File: src/rtl/redrv_pm_pkg.sv
package redrv_pm_pkg;

    typedef enum logic [2:0] {
        ST_SHUT      = 3'd0,
        ST_WAKE      = 3'd1,
        ST_ACTIVE    = 3'd2,
        ST_PS_NOCONN = 3'd3,
        ST_PS_CONN   = 3'd4
    } pm_state_e;

    typedef struct packed {
        logic path_en;
        logic squelch_en;
        logic lfps_en;
        logic poll_en;
        logic cm_hold;
        logic term_hiz;
    } pm_ctl_t;

    function automatic pm_ctl_t ctl_for(pm_state_e s);
        pm_ctl_t c;
        c = '{path_en: 1'b0, squelch_en: 1'b0, lfps_en: 1'b0,
              poll_en: 1'b0, cm_hold: 1'b0, term_hiz: 1'b1};
        unique case (s)
            ST_WAKE: begin
                c.term_hiz = 1'b0;
                c.cm_hold  = 1'b1;
            end
            ST_ACTIVE: begin
                c.term_hiz   = 1'b0;
                c.cm_hold    = 1'b1;
                c.path_en    = 1'b1;
                c.squelch_en = 1'b1;
                c.lfps_en    = 1'b1;
            end
            ST_PS_NOCONN, ST_PS_CONN: begin
                c.term_hiz   = 1'b0;
                c.cm_hold    = (s == ST_PS_CONN);
                c.squelch_en = 1'b1;
                c.lfps_en    = 1'b1;
                c.poll_en    = 1'b1;
            end
            default: ;
        endcase
        return c;
    endfunction

endpackage

File: src/rtl/redrv_pm_sync.sv
module redrv_pm_sync #(
    parameter int W = 1
) (
    input  logic         clk,
    input  logic         rst_n,
    input  logic [W-1:0] din,
    output logic [W-1:0] dout
);
    logic [W-1:0] s1_q, s2_q;
    logic [W-1:0] s1_d, s2_d;

    always_comb begin
        s1_d = din;
        s2_d = s1_q;
    end

    always_ff @(posedge clk or negedge rst_n) begin
        if (!rst_n) begin
            s1_q <= '0;
            s2_q <= '0;
        end else begin
            s1_q <= s1_d;
            s2_q <= s2_d;
        end
    end

    assign dout = s2_q;
endmodule

File: src/rtl/redrv_pm_timer.sv
module redrv_pm_timer #(
    parameter int W = 8
) (
    input  logic         clk,
    input  logic         rst_n,
    input  logic         run,
    input  logic         tick,
    input  logic [W-1:0] limit,
    output logic         hit
);
    logic [W-1:0] cnt_q, cnt_d;

    always_comb begin
        hit   = run && tick && (cnt_q == limit - W'(1));
        cnt_d = cnt_q;
        if (!run)
            cnt_d = '0;
        else if (tick)
            cnt_d = hit ? '0 : cnt_q + W'(1);
    end

    always_ff @(posedge clk or negedge rst_n) begin
        if (!rst_n) cnt_q <= '0;
        else        cnt_q <= cnt_d;
    end

    // The count never runs past its limit while the timer is armed
    p_cnt_in_range_r6: assert property (@(posedge clk) disable iff (!rst_n)
        run |-> (cnt_q < limit));
endmodule

File: src/rtl/redrv_pm_ctrl.sv
module redrv_pm_ctrl
    import redrv_pm_pkg::*;
#(
    parameter int NCH          = 2,
    parameter int IDLE_TICKS   = 300000,
    parameter int SETTLE_TICKS = 20000,
    parameter int POLL_TICKS   = 1000
) (
    input  logic           clk,
    input  logic           rst_n,
    input  logic           tick,
    input  logic           chip_en,
    input  logic [NCH-1:0] elec_idle,
    input  logic [NCH-1:0] lfps_det,
    input  logic           term_det,
    output logic           path_en,
    output logic           squelch_en,
    output logic           lfps_en,
    output logic           poll_en,
    output logic           cm_hold,
    output logic           term_hiz,
    output logic [2:0]     pstate
);
    localparam int DWELL_MAX = (IDLE_TICKS > SETTLE_TICKS) ? IDLE_TICKS : SETTLE_TICKS;
    localparam int DWELL_W   = $clog2(DWELL_MAX + 1);
    localparam int POLL_W    = $clog2(POLL_TICKS + 1);
    localparam int SYNC_W    = 2 * NCH + 2;

    logic [SYNC_W-1:0] sync_in, sync_out;
    logic              ce_s, term_s;
    logic [NCH-1:0]    idle_s, lfps_s;

    assign sync_in = {chip_en, term_det, elec_idle, lfps_det};

    redrv_pm_sync #(.W(SYNC_W)) u_sync (
        .clk  (clk),
        .rst_n(rst_n),
        .din  (sync_in),
        .dout (sync_out)
    );

    assign ce_s   = sync_out[SYNC_W-1];
    assign term_s = sync_out[SYNC_W-2];
    assign idle_s = sync_out[2*NCH-1:NCH];
    assign lfps_s = sync_out[NCH-1:0];

    pm_state_e    state_q, state_d;
    logic         all_idle;
    logic         dwell_run, dwell_hit, poll_run, poll_hit;
    logic [DWELL_W-1:0] dwell_lim;

    assign all_idle  = &idle_s;
    assign dwell_run = (state_q == ST_WAKE) || ((state_q == ST_ACTIVE) && all_idle);
    assign dwell_lim = (state_q == ST_WAKE) ? DWELL_W'(SETTLE_TICKS) : DWELL_W'(IDLE_TICKS);
    assign poll_run  = (state_q == ST_PS_CONN) || (state_q == ST_PS_NOCONN);

    redrv_pm_timer #(.W(DWELL_W)) u_dwell (
        .clk  (clk),
        .rst_n(rst_n),
        .run  (dwell_run),
        .tick (tick),
        .limit(dwell_lim),
        .hit  (dwell_hit)
    );

    redrv_pm_timer #(.W(POLL_W)) u_poll (
        .clk  (clk),
        .rst_n(rst_n),
        .run  (poll_run),
        .tick (tick),
        .limit(POLL_W'(POLL_TICKS)),
        .hit  (poll_hit)
    );

    always_comb begin
        state_d = state_q;
        if (!ce_s) begin
            state_d = ST_SHUT;
        end else begin
            unique case (state_q)
                ST_SHUT:      state_d = ST_WAKE;
                ST_WAKE:      if (dwell_hit) state_d = ST_ACTIVE;
                ST_ACTIVE:    if (dwell_hit) state_d = ST_PS_CONN;
                ST_PS_CONN: begin
                    if (|lfps_s)                  state_d = ST_ACTIVE;
                    else if (poll_hit && !term_s) state_d = ST_PS_NOCONN;
                end
                ST_PS_NOCONN: if (poll_hit && term_s) state_d = ST_PS_CONN;
                default:      state_d = ST_SHUT;
            endcase
        end
    end

    always_ff @(posedge clk or negedge rst_n) begin
        if (!rst_n) state_q <= ST_SHUT;
        else        state_q <= state_d;
    end

    pm_ctl_t ctl;
    assign ctl        = ctl_for(state_q);
    assign path_en    = ctl.path_en;
    assign squelch_en = ctl.squelch_en;
    assign lfps_en    = ctl.lfps_en;
    assign poll_en    = ctl.poll_en;
    assign cm_hold    = ctl.cm_hold;
    assign term_hiz   = ctl.term_hiz;
    assign pstate     = state_q;

    // A low synchronised enable always lands in shutdown on the next edge
    p_ce_forces_shut_r2: assert property (@(posedge clk) disable iff (!rst_n)
        !ce_s |=> (state_q == ST_SHUT));

    // Shutdown only leaves through wake-settle
    p_shut_exit_r4: assert property (@(posedge clk) disable iff (!rst_n)
        (state_q == ST_SHUT) |=> (state_q == ST_SHUT || state_q == ST_WAKE));

    // LFPS with a connection wakes the port in one state step
    p_lfps_exit_r10: assert property (@(posedge clk) disable iff (!rst_n)
        (state_q == ST_PS_CONN && ce_s && |lfps_s) |=> (state_q == ST_ACTIVE));

    // No-connection power-saving never jumps straight to active
    p_noconn_no_wake_r10: assert property (@(posedge clk) disable iff (!rst_n)
        (state_q == ST_PS_NOCONN) |=> (state_q != ST_ACTIVE));

    // Active is left for power-saving only after the idle timer expires
    p_idle_gate_r6: assert property (@(posedge clk) disable iff (!rst_n)
        (state_q == ST_ACTIVE && ce_s && !dwell_hit) |=> (state_q == ST_ACTIVE));

    // Terminations are high impedance exactly when datapath bias is dropped in shutdown
    p_hiz_no_bias_r3: assert property (@(posedge clk) disable iff (!rst_n)
        term_hiz |-> (!cm_hold && !path_en && !poll_en));
endmodule

File: config.mk
export PLATFORM = sky130hd
export DESIGN_NAME = redrv_pm_ctrl
export DESIGN_NICKNAME = d
export VERILOG_FILES = /design/src/rtl/redrv_pm_pkg.sv /design/src/rtl/redrv_pm_sync.sv /design/src/rtl/redrv_pm_timer.sv /design/src/rtl/redrv_pm_ctrl.sv
export SDC_FILE = /design/constraint.sdc
export NUM_CORES = 1
export LEC_CHECK = 0
export BUFFER_PORTS_ARGS = -buffer_cell sky130_fd_sc_hd__buf_2
export CAP_MARGIN = 20
export CORE_MARGIN = 5
export CORE_UTILIZATION = 67
export CTS_CLUSTER_SIZE = 10
export DETAILED_ROUTE_END_ITERATION = 12
export GPL_ROUTABILITY_DRIVEN = 0
export PLACE_DENSITY = 0.9
export SETUP_SLACK_MARGIN = 0.3
export SLEW_MARGIN = 30
export SYNTH_ARGS = -nofsm -noshare
export SYNTH_HDL_FRONTEND = slang
export SYNTH_HIERARCHICAL = 1
export SYNTH_SLANG_ARGS = --single-unit
File: constraint.sdc
create_clock -name clk -period 10.55 [get_ports clk]
set_input_delay 1.5825 -clock clk [delete_from_list [all_inputs] [get_ports clk]]
set_output_delay 1.5825 -clock clk [all_outputs]
set_load 0.02 [all_outputs]
==> results by stage, run 1 <==
Route:
- The total via count after detailed routing is 3,037.
- The number of remaining DRC errors is 0.
- The pre-antenna-repair detailed-routing pass consisted of 5 iterations.
- After detailed routing, the average wire length per cell comes to 14.01 µm.
- The violation count after the first detailed-route iteration is 189.
- The detail route stage leaves a number of antenna-violating nets equal to 0.
- The routed wire length is 7.521 mm.
- In the routed layout, each cell is associated on average with a via count of roughly 5.7.

Hold path:
- The worst hold path belongs to the class reg2reg.
- The worst hold path terminates at u_sync/dout[3].
- The hold-critical path depth is 0.
- The worst hold path startpoint is u_sync/s1_q[3].

Clock network:
- The number of gates given a new drive strength after cts is 0.
- The clock root buffer master is clkbuf_8.
- The number of clock sinks is 44.
- Post-CTS timing repair inserted 0 buffers for setup.
- The clock passes through at most 2 buffers.
- The number of hold buffers added after CTS is 0.
- Counting the buffers created by CTS gives 5.
- After clock tree synthesis, the clock-pin slew on the worst setup and hold paths is 80 ps.
- TritonCTS built the clock tree.
- The insertion delay of the later-clocked pin in the worst-skew pair is about 310 ps.
- The number of H-tree levels is 2.

Layout:
- The count of filler cells inserted in the layout is 320.
- The fraction of layout cells with a size suffix above 1 is under 10%.
- After the last flow step, the layout net total stands at between 400 and 500.
- In the layout the commonest cells are conb_1, dfrtp_1, nor2_1.
- The area growth from synthesis to layout is 15.16%.
- The register cell area after layout is roughly 1100 µm².
- The antenna cell count is 0.
- Summing all non-filler instances in the final layout gives an area of 3821 µm².
- The area used by multi-input combinational logic is 2351 µm².
- Leaving out fill and tap cells, the most frequent cell in the layout is conb_1.

Place:
- In this run the tool buffered the top-level ports with 17 buffer cells.
- The worst-case setup slack after placement is between 6000 and 7000 ps.
- The HPWL after detailed placement is 5.531 mm.
- The post-place instance area is about 3700 µm².

STA:
- Setup repair after global routing left no endpoint under its margin.
- The highest clock frequency the design can meet is 0.2355 GHz.
- The number of max-slew violations in the final report is 0.
- Setup total negative slack on the finished layout was measured at 0 ps.
- The clock skew is roughly 8.9 ps.
- Measured against its own limit, the worst slew margin works out to 40.44%.
- The worst setup slack after layout is 6303 ps.
- The post-route worst hold slack is 353.4 ps.
- Setup violations remaining at the end of the flow were counted as 0.
- The final worst-path cycle share is approximately two fifths.
- The number of hold-slack violations in the final timing report came to 0.
- The clock period could shrink to approximately 4200 ps.
- For the pin with the worst max-slew slack, the measured transition is ~890 ps.

Global route:
- The total routing usage reported by global routing is 25.96%.
- The pin count of the biggest net entering global routing is 45.
- The residual overflow from global routing is 0.
- The first global-routing pass estimated roughly 13 mm of wire.
- The via count of the first global-routing pass is 2,970.
- The initial antenna violation count is 0.

Setup path:
- The worst register-to-register path ends at u_dwell/cnt_q[13].
- The kind of capture point of the worst setup path is a flop.
- The worst reg-to-reg setup slack is between 6000 and 7000 ps.
- The worst register-to-register path begins at pstate[0].
- For the worst setup path, the data required time is approximately 11,000 ps.
- The path depth of the worst reg2reg path is 11.
- The worst setup path is launched from a flop.
- In this run the worst path has a maximum fanout of 24.
- At the worst endpoint, the arrival time is 4430 ps.
- The critical path is of the reg2reg type.

Floorplanning:
- The standard-cell row count is 25.
- The full die area is about 6500 µm².
- 18 I/O pins were placed.
- In this run the standard cell core region covers 4755 µm².
- Once the floorplan was initialized, standard cells occupied a little over two thirds of the core.
- The overall die width is between 80 and 90 µm.
- The vertical die dimension is 80.38 µm.

Pwr:
- The worst vdd rail ir drop is 0.1159 mV.
- In this run the static leakage power is around 1.6 nW.
- The logic gate share of total power is 13.1%.
- The part of the total power dissipated in sequential elements is 49.3%.
- The internal power of the cells totals between 200 and 300 µW.
- The clock power share is 37.6%.
- The total power draw is 354.2 µW.
- Of the total power, the share spent switching nets is around a quarter.
- Dividing total power by cell area gives a power density of 92.71 nW/µm².
- The net switching power is 94.58 µW.

Yosys:
- In the synthesized netlist, the number of instances is about 380.
- The sequential area share after synthesis is 33.18%.
- Yosys printed 6 warnings.
- Synthesis inferred 44 register bits.
- The most used flip-flop cell after synthesis is dfrtp_1.
- The area of the mapped netlist is 3318 µm².
- In this run, synthesis inferred 0 flip-flops with an integrated enable.
- The average instance in the mapped netlist occupies 8.686 µm².
- In the synthesized netlist the async set-or-reset flop fraction comes to 100.0%.
- The number of distinct standard cells referenced by the synthesized netlist is 61.

Run status:
- The flow ran to the end, and the final reports show no timing, DRC or antenna violations.

Flow run:
- The tool flagged a number of max-cap violations equal to 0.
[power groups by stage]
stage,sequential (mW),clock (mW),combinational [mW]
2_1_floorplan,0.177,0,0.0336
3_3_place_gp,0.178,0,0.0422
3_5_place_dp,0.178,0,0.0436
4_1_cts,0.174,0.135,0.0442
5_1_grt,0.175,0.142,0.0523
6_report,0.175,0.133,0.0465
[flip-flops by register name (all words and copies together) (netlist names)]
signal and count:
u_dwell/cnt_q 19, u_poll/cnt_q 10, u_sync/dout 6, u_sync/s1_q 6
pstate 3
[cell usage after synthesis, types with 3 or more instances]
cell type   n  share of area, %
and3_1      7               1.3
and2_1      6               1.1
inv_1      20               2.3
nor2_1     36               4.1
a31oi_1     4              0.75
buf_2       4              0.60
xnor2_1    31               8.2
nand3b_1    6               1.4
a221o_1     4               1.2
ha_1        4               1.5
o21ai_0    15               2.3
nor2b_1     4              0.75
or4_4       3               1.0
nor3_1     11               1.7
clkbuf_1    4              0.45
mux2i_1     5               1.5
xor2_1     17               4.5
a21boi_0    5               1.1
a22o_1      4               1.1
buf_4       3              0.68
a21oi_1    14               2.1
a21o_1      3              0.68
nor3b_1     5               1.1
nand3_1    25               3.8
nand2b_1   11               2.1
or4_1       4              0.91
nand2_1    20               2.3
or3_1       3              0.57
nand4_1     8               1.5
nor4b_1     3              0.79
dfrtp_1    44                33
o22ai_1     3              0.57
nor4_1      6               1.1
[critical path, stage by stage (launching register included)]
cell and delay [ps]:
dfrtp_1 520, nor3b_2 790, inv_1 620, xor2_1 280, nor3_1 280, mux2i_1 120
or4_4 440, nor4_4 280, a31oi_1 120, buf_4 230, and3_1 190, a221o_1 260
[per-stage QoR]
step	utilization, %	instances
global placement	77.84	529
finish	80.37	537
global route	80.37	537
CTS	80.26	537
floorplan	-	457
detailed placement	77.84	529
[layer usage]
metal / GRT usage [%] / vias up / share of wire (%) / routed length [µm]
li1: - / 1465 / - / -
met1: 33.67 / 1424 / 42 / 3162
met2: 42.63 / 116 / 48 / 3606
met3: 4.036 / 32 / 6.2 / 465
met4: 11.66 / 0 / 3.8 / 285
met5: 0 / - / 0 / 0
[final cells by class]
cell class	count	share of cell area, %
inverter	20	1.965
multi-input combinational	380	61.53
sequential	44	28.81
timing repair buffer	18	2.489
clock buffer	5	1.801
clock inverter	3	1.212
tap	67	2.194
[worst max-delay path by stage]
stage	startpoint	to	slack, ps
floorplan	pstate[2]	u_dwell/cnt_q[13]	6170
global placement	pstate[0]	u_dwell/cnt_q[13]	6640
detailed placement	pstate[0]	u_dwell/cnt_q[13]	6370
CTS	pstate[0]	u_dwell/cnt_q[13]	6350
global route	pstate[0]	u_dwell/cnt_q[11]	5970
finish	pstate[0]	u_dwell/cnt_q[13]	6300
[cell families (layout without fill, tap and decap cells)]
| group | Yosys count | in the layout | synth area share [%] |
|---|---|---|---|
| flops | 44 | 44 | 33.18 |
| fa+ha+maj | 4 | 4 | 1.508 |
| other cells | 2 | 77 | 0.2263 |
| mux | 6 | 6 | 1.848 |
| buf+inv | 33 | 46 | 4.675 |
| simple gates | 175 | 175 | 31.11 |
| compound gates | 70 | 70 | 14.78 |
| xor+xnor | 48 | 48 | 12.67 |
No activity file was read; power rests on OpenSTA's default activity.
==> run 2: changes to the inputs <==
CORE_UTILIZATION = 56   (was 67)
PLACE_DENSITY = 0.81   (was 0.9)
clock period = 3.7 ns   (was 10.55 ns; I/O delays follow)
==> run 2 against run 1 <==
Effect of this change:
- routed wire length is 5.7% lower
- sequential share of layout area is 0.55 points lower
- via count is 4.5% lower
- count of clock-buffer cells in the layout stayed put
- combinational power grew to 2.9 times the previous value
- setup slack worse by 5800 ps
- register-to-register slack worse by 5800 ps
- fmax is 34% higher
- global-route usage is 5.5 points lower
- clock power grew to 2.9 times the previous value
==> results by stage, run 2 (synthesis gave the netlist of run 1 again) <==
Run status:
- The flow ran to the end, and the final reports show no timing, DRC or antenna violations.

Route:
- The total via count after detailed routing is 2,901 (-4.5%).
- The violation count after the first detailed-route iteration was 153 (-19%).
- The routed wire length is 7.089 mm (-5.7%).
- The number of nets with antenna violations after detailed routing was 0 (unchanged).
- The routed wire length per instance is 12.89 µm (-8.0%).
- The number of remaining DRC errors is 0 (unchanged).
- The vias per cell is 5.275 (-6.7%).
- The number of iterations in the first detailed-routing pass is 4 (-1).

Place:
- The number of cells after detailed placement is 538 (+1.7%).
- The worst-case setup slack after placement came to 415.9 ps (-5950 ps).
- The number of buffer cells added on primary ports came to 17 (unchanged).
- The detailed placement HPWL is 5.250 mm (-5.1%).

Pwr:
- The leakage component of the power is 1.651 nW (+1.1%).
- The part of the total power dissipated in sequential elements is 48.9% (-0.4 points).
- The ratio of total power to cell area was 260.4 nW/µm² (+180%).
- The worst vdd rail ir drop is 0.2355 mV (+100%).
- The net switching power came to 272.5 µW (+190%).
- The switching share of power is 26.78% (+0.078 points).
- The clock power share is 37.8% (+0.2 points).
- The logic gate share of total power is 13.3% (+0.2 points).
- The internal power is 745.3 µW (+190%).

STA:
- The clock skew is 11.23 ps (+2.336 ps).
- The final setup violation count is 0 (unchanged).
- The final worst-path cycle share is 85.60% (+45 points).
- The slew at the pin closest to its max-slew limit is 644.9 ps (-244.7 ps).
- The number of hold-slack violations in the final timing report is 0 (unchanged).
- The worst slew slack as a fraction of its limit is 56.68% (+16 points).
- The number of max-slew violations in the final report is 0 (unchanged).
- The minimum clock period is 3167 ps (-1079 ps).
- The highest clock frequency the design can meet is 0.3157 GHz (+34%).
- Setup repair after global routing left no endpoint under its margin.
- The worst setup slack after layout is 532.8 ps (-5771 ps).
- The sum of negative setup slack is 0 ps (unchanged).

Floorplanning:
- The vertical die dimension is 86.98 µm (+8.2%).
- The full die area came to 7565 µm² (+17%).
- The overall die width was 86.98 µm (+8.2%).
- The standard-cell row count was 28 (+12%).
- The area of the core region is 5851 µm² (+23%).
- The initial standard-cell utilization of the core came to 56.72% (-13 points).
- The total I/O pin count was 18 (unchanged).

Clock network:
- The maximum number of buffers from clock root to sink is 2 (unchanged).
- The total CTS buffers came to 5 (unchanged).
- The number of H-tree levels is 2 (unchanged).
- The number of clock sinks was 44 (unchanged).
- The tree is rooted in a clkbuf_8.
- The clock slew seen by the registers of the worst setup and hold paths is 100 ps (+20 ps).
- The clock tree from TritonCTS is done.
- The insertion delay of the later-clocked pin in the worst-skew pair came to 310 ps (about the same).

Layout:
- The top cell types in the final layout, fill and taps aside, are conb_1, dfrtp_1, nor2_1.
- Relative to the synthesized area, the layout overhead comes to 17.80%.
- The count of filler cells inserted in the layout is 476 (+49%).
- The antenna cell count is 0 (unchanged).
- The fraction of layout cells with a size suffix above 1 is 12.21% (+2.4 points).
- The number of cells in the finished layout apart from fillers is 550 (+2.4%).
- The library cell used most frequently in the layout, excluding fill and tap cells, is conb_1.
- u_dwell/cnt_q holds more flip-flops than any other register.
- The largest registers in the layout are u_dwell/cnt_q: 19 flops, u_poll/cnt_q: 10 flops.
- The number of nets in the finished design is 487 (+1.0%).
- The number of flip-flops in the largest register was 19 (unchanged).

Setup path:
- The top fanout value on the critical path is 9 (-63%).
- The required time of the worst setup path is 3940 ps (-6800 ps).
- The cell class contributing the biggest share of worst-path delay is simple AND/OR/NAND/NOR gates.
- The worst setup path is captured at a flop.
- The endpoint arrival time on the critical path was 3410 ps (-1020 ps).
- The highest-delay cell along the critical path is dfrtp_2.
- Walking the worst path, the cells encountered are nor3b_4 > clkinvlp_4 > xor2_1 > nor3_1 > mux2i_1 > or4_4 > nor4_4 > nand3_1 > nor2_1 > nand2b_1 > a21oi_1 > o21a_1.
- The number of buffer and inverter stages on the critical path is 1 (-1).
- STA classifies the critical path startpoint as a flop.
- The critical path in this run is classified as reg2reg.
- The maximum single-stage delay on the critical path came to 490 ps (-300 ps).

Global route:
- The residual overflow from global routing is 0 (unchanged).
- The pin count of the biggest net entering global routing is 45 (unchanged).
- The initial antenna violation count came to 0 (unchanged).
- The total routing usage reported by global routing is 20.42% (-5.5 points).
- The via count of the first global-routing pass is 2,789 (-6.1%).
- The global-route wire length before repair is 12.52 mm (-5.0%).

Hold path:
- The path category of the worst min-delay check is in2async.

Flow run:
- The count of maximum capacitance violations was 0 (unchanged).
==> run 2: changes by cell type in the layout (fill, tap and decap cells not counted), sizes merged <==
| cell | change |
|---|---|
| inv | -1 |
| clkinvlp | +1 |
| buf | +5 |
==> run 2: power by group through the flow <==
stage	Sequential (mW)	Combinational [mW]	Clock (mW)
finish	0.498	0.136	0.384
global route	0.500	0.154	0.410
CTS	0.498	0.126	0.392
detailed placement	0.507	0.125	0
global placement	0.507	0.122	0
floorplan	0.505	0.0975	0
==> run 2: timing repair <==
item | in CTS | in global routing
hold buffers | 0 | 0
setup buffers | 0 | 4
resized for setup | 0 | 2
endpoints found under the setup margin | 0 | 7
==> run 2: layout make-up <==
cell class | count | area [µm²] | area share (%)
clock inverters | 3 | 46.29 | 1.184
clock buffers | 5 | 68.82 | 1.761
multi-input cells | 380 | 2384 | 60.98
well taps | 75 | 93.84 | 2.401
flip-flops and latches | 44 | 1105 | 28.27
repair buffers | 23 | 132.6 | 3.393
inverters | 20 | 78.83 | 2.017
==> run 2: routing by layer <==
| metal | GRT usage (%) | share of wire, % | routed length (µm) |
|---|---|---|---|
| met2 | 34.09 | 50 | 3526 |
| met4 | 6.799 | 1.5 | 105 |
| met5 | 0 | 0 | 0 |
| met3 | 3.027 | 3.5 | 245 |
| met1 | 27.06 | 45 | 3211 |
==> run 2: worst paths after layout <==
path | start | to | slack (ps) | cells after the start
max | pstate[1] | pstate[2] | 530 | 12
min | rst_n | u_poll/cnt_q[4] | 220 | 1
max reg2reg | pstate[1] | pstate[2] | 530 | 12
min reg2reg | u_sync/s1_q[3] | u_sync/dout[3] | 360 | 0
max in group asynchronous | rst_n | pstate[2] | 3060 | 1
min in group clk | lfps_det[0] | u_sync/s1_q[0] | 350 | 1
==> run 2: metrics by stage <==
stage | total power, mW | utilization, % | area [µm²] | hold WS, ps
floorplan | 0.6026 | - | 3628 | 259.4
global placement | 0.6287 | 63.90 | 3739 | 332.5
detailed placement | 0.6325 | 63.90 | 3739 | 336.2
global route | 1.065 | 66.81 | 3909 | 267.6
finish | 1.018 | 66.81 | 3909 | 222.6
CTS | 1.016 | 65.87 | 3854 | 344.0
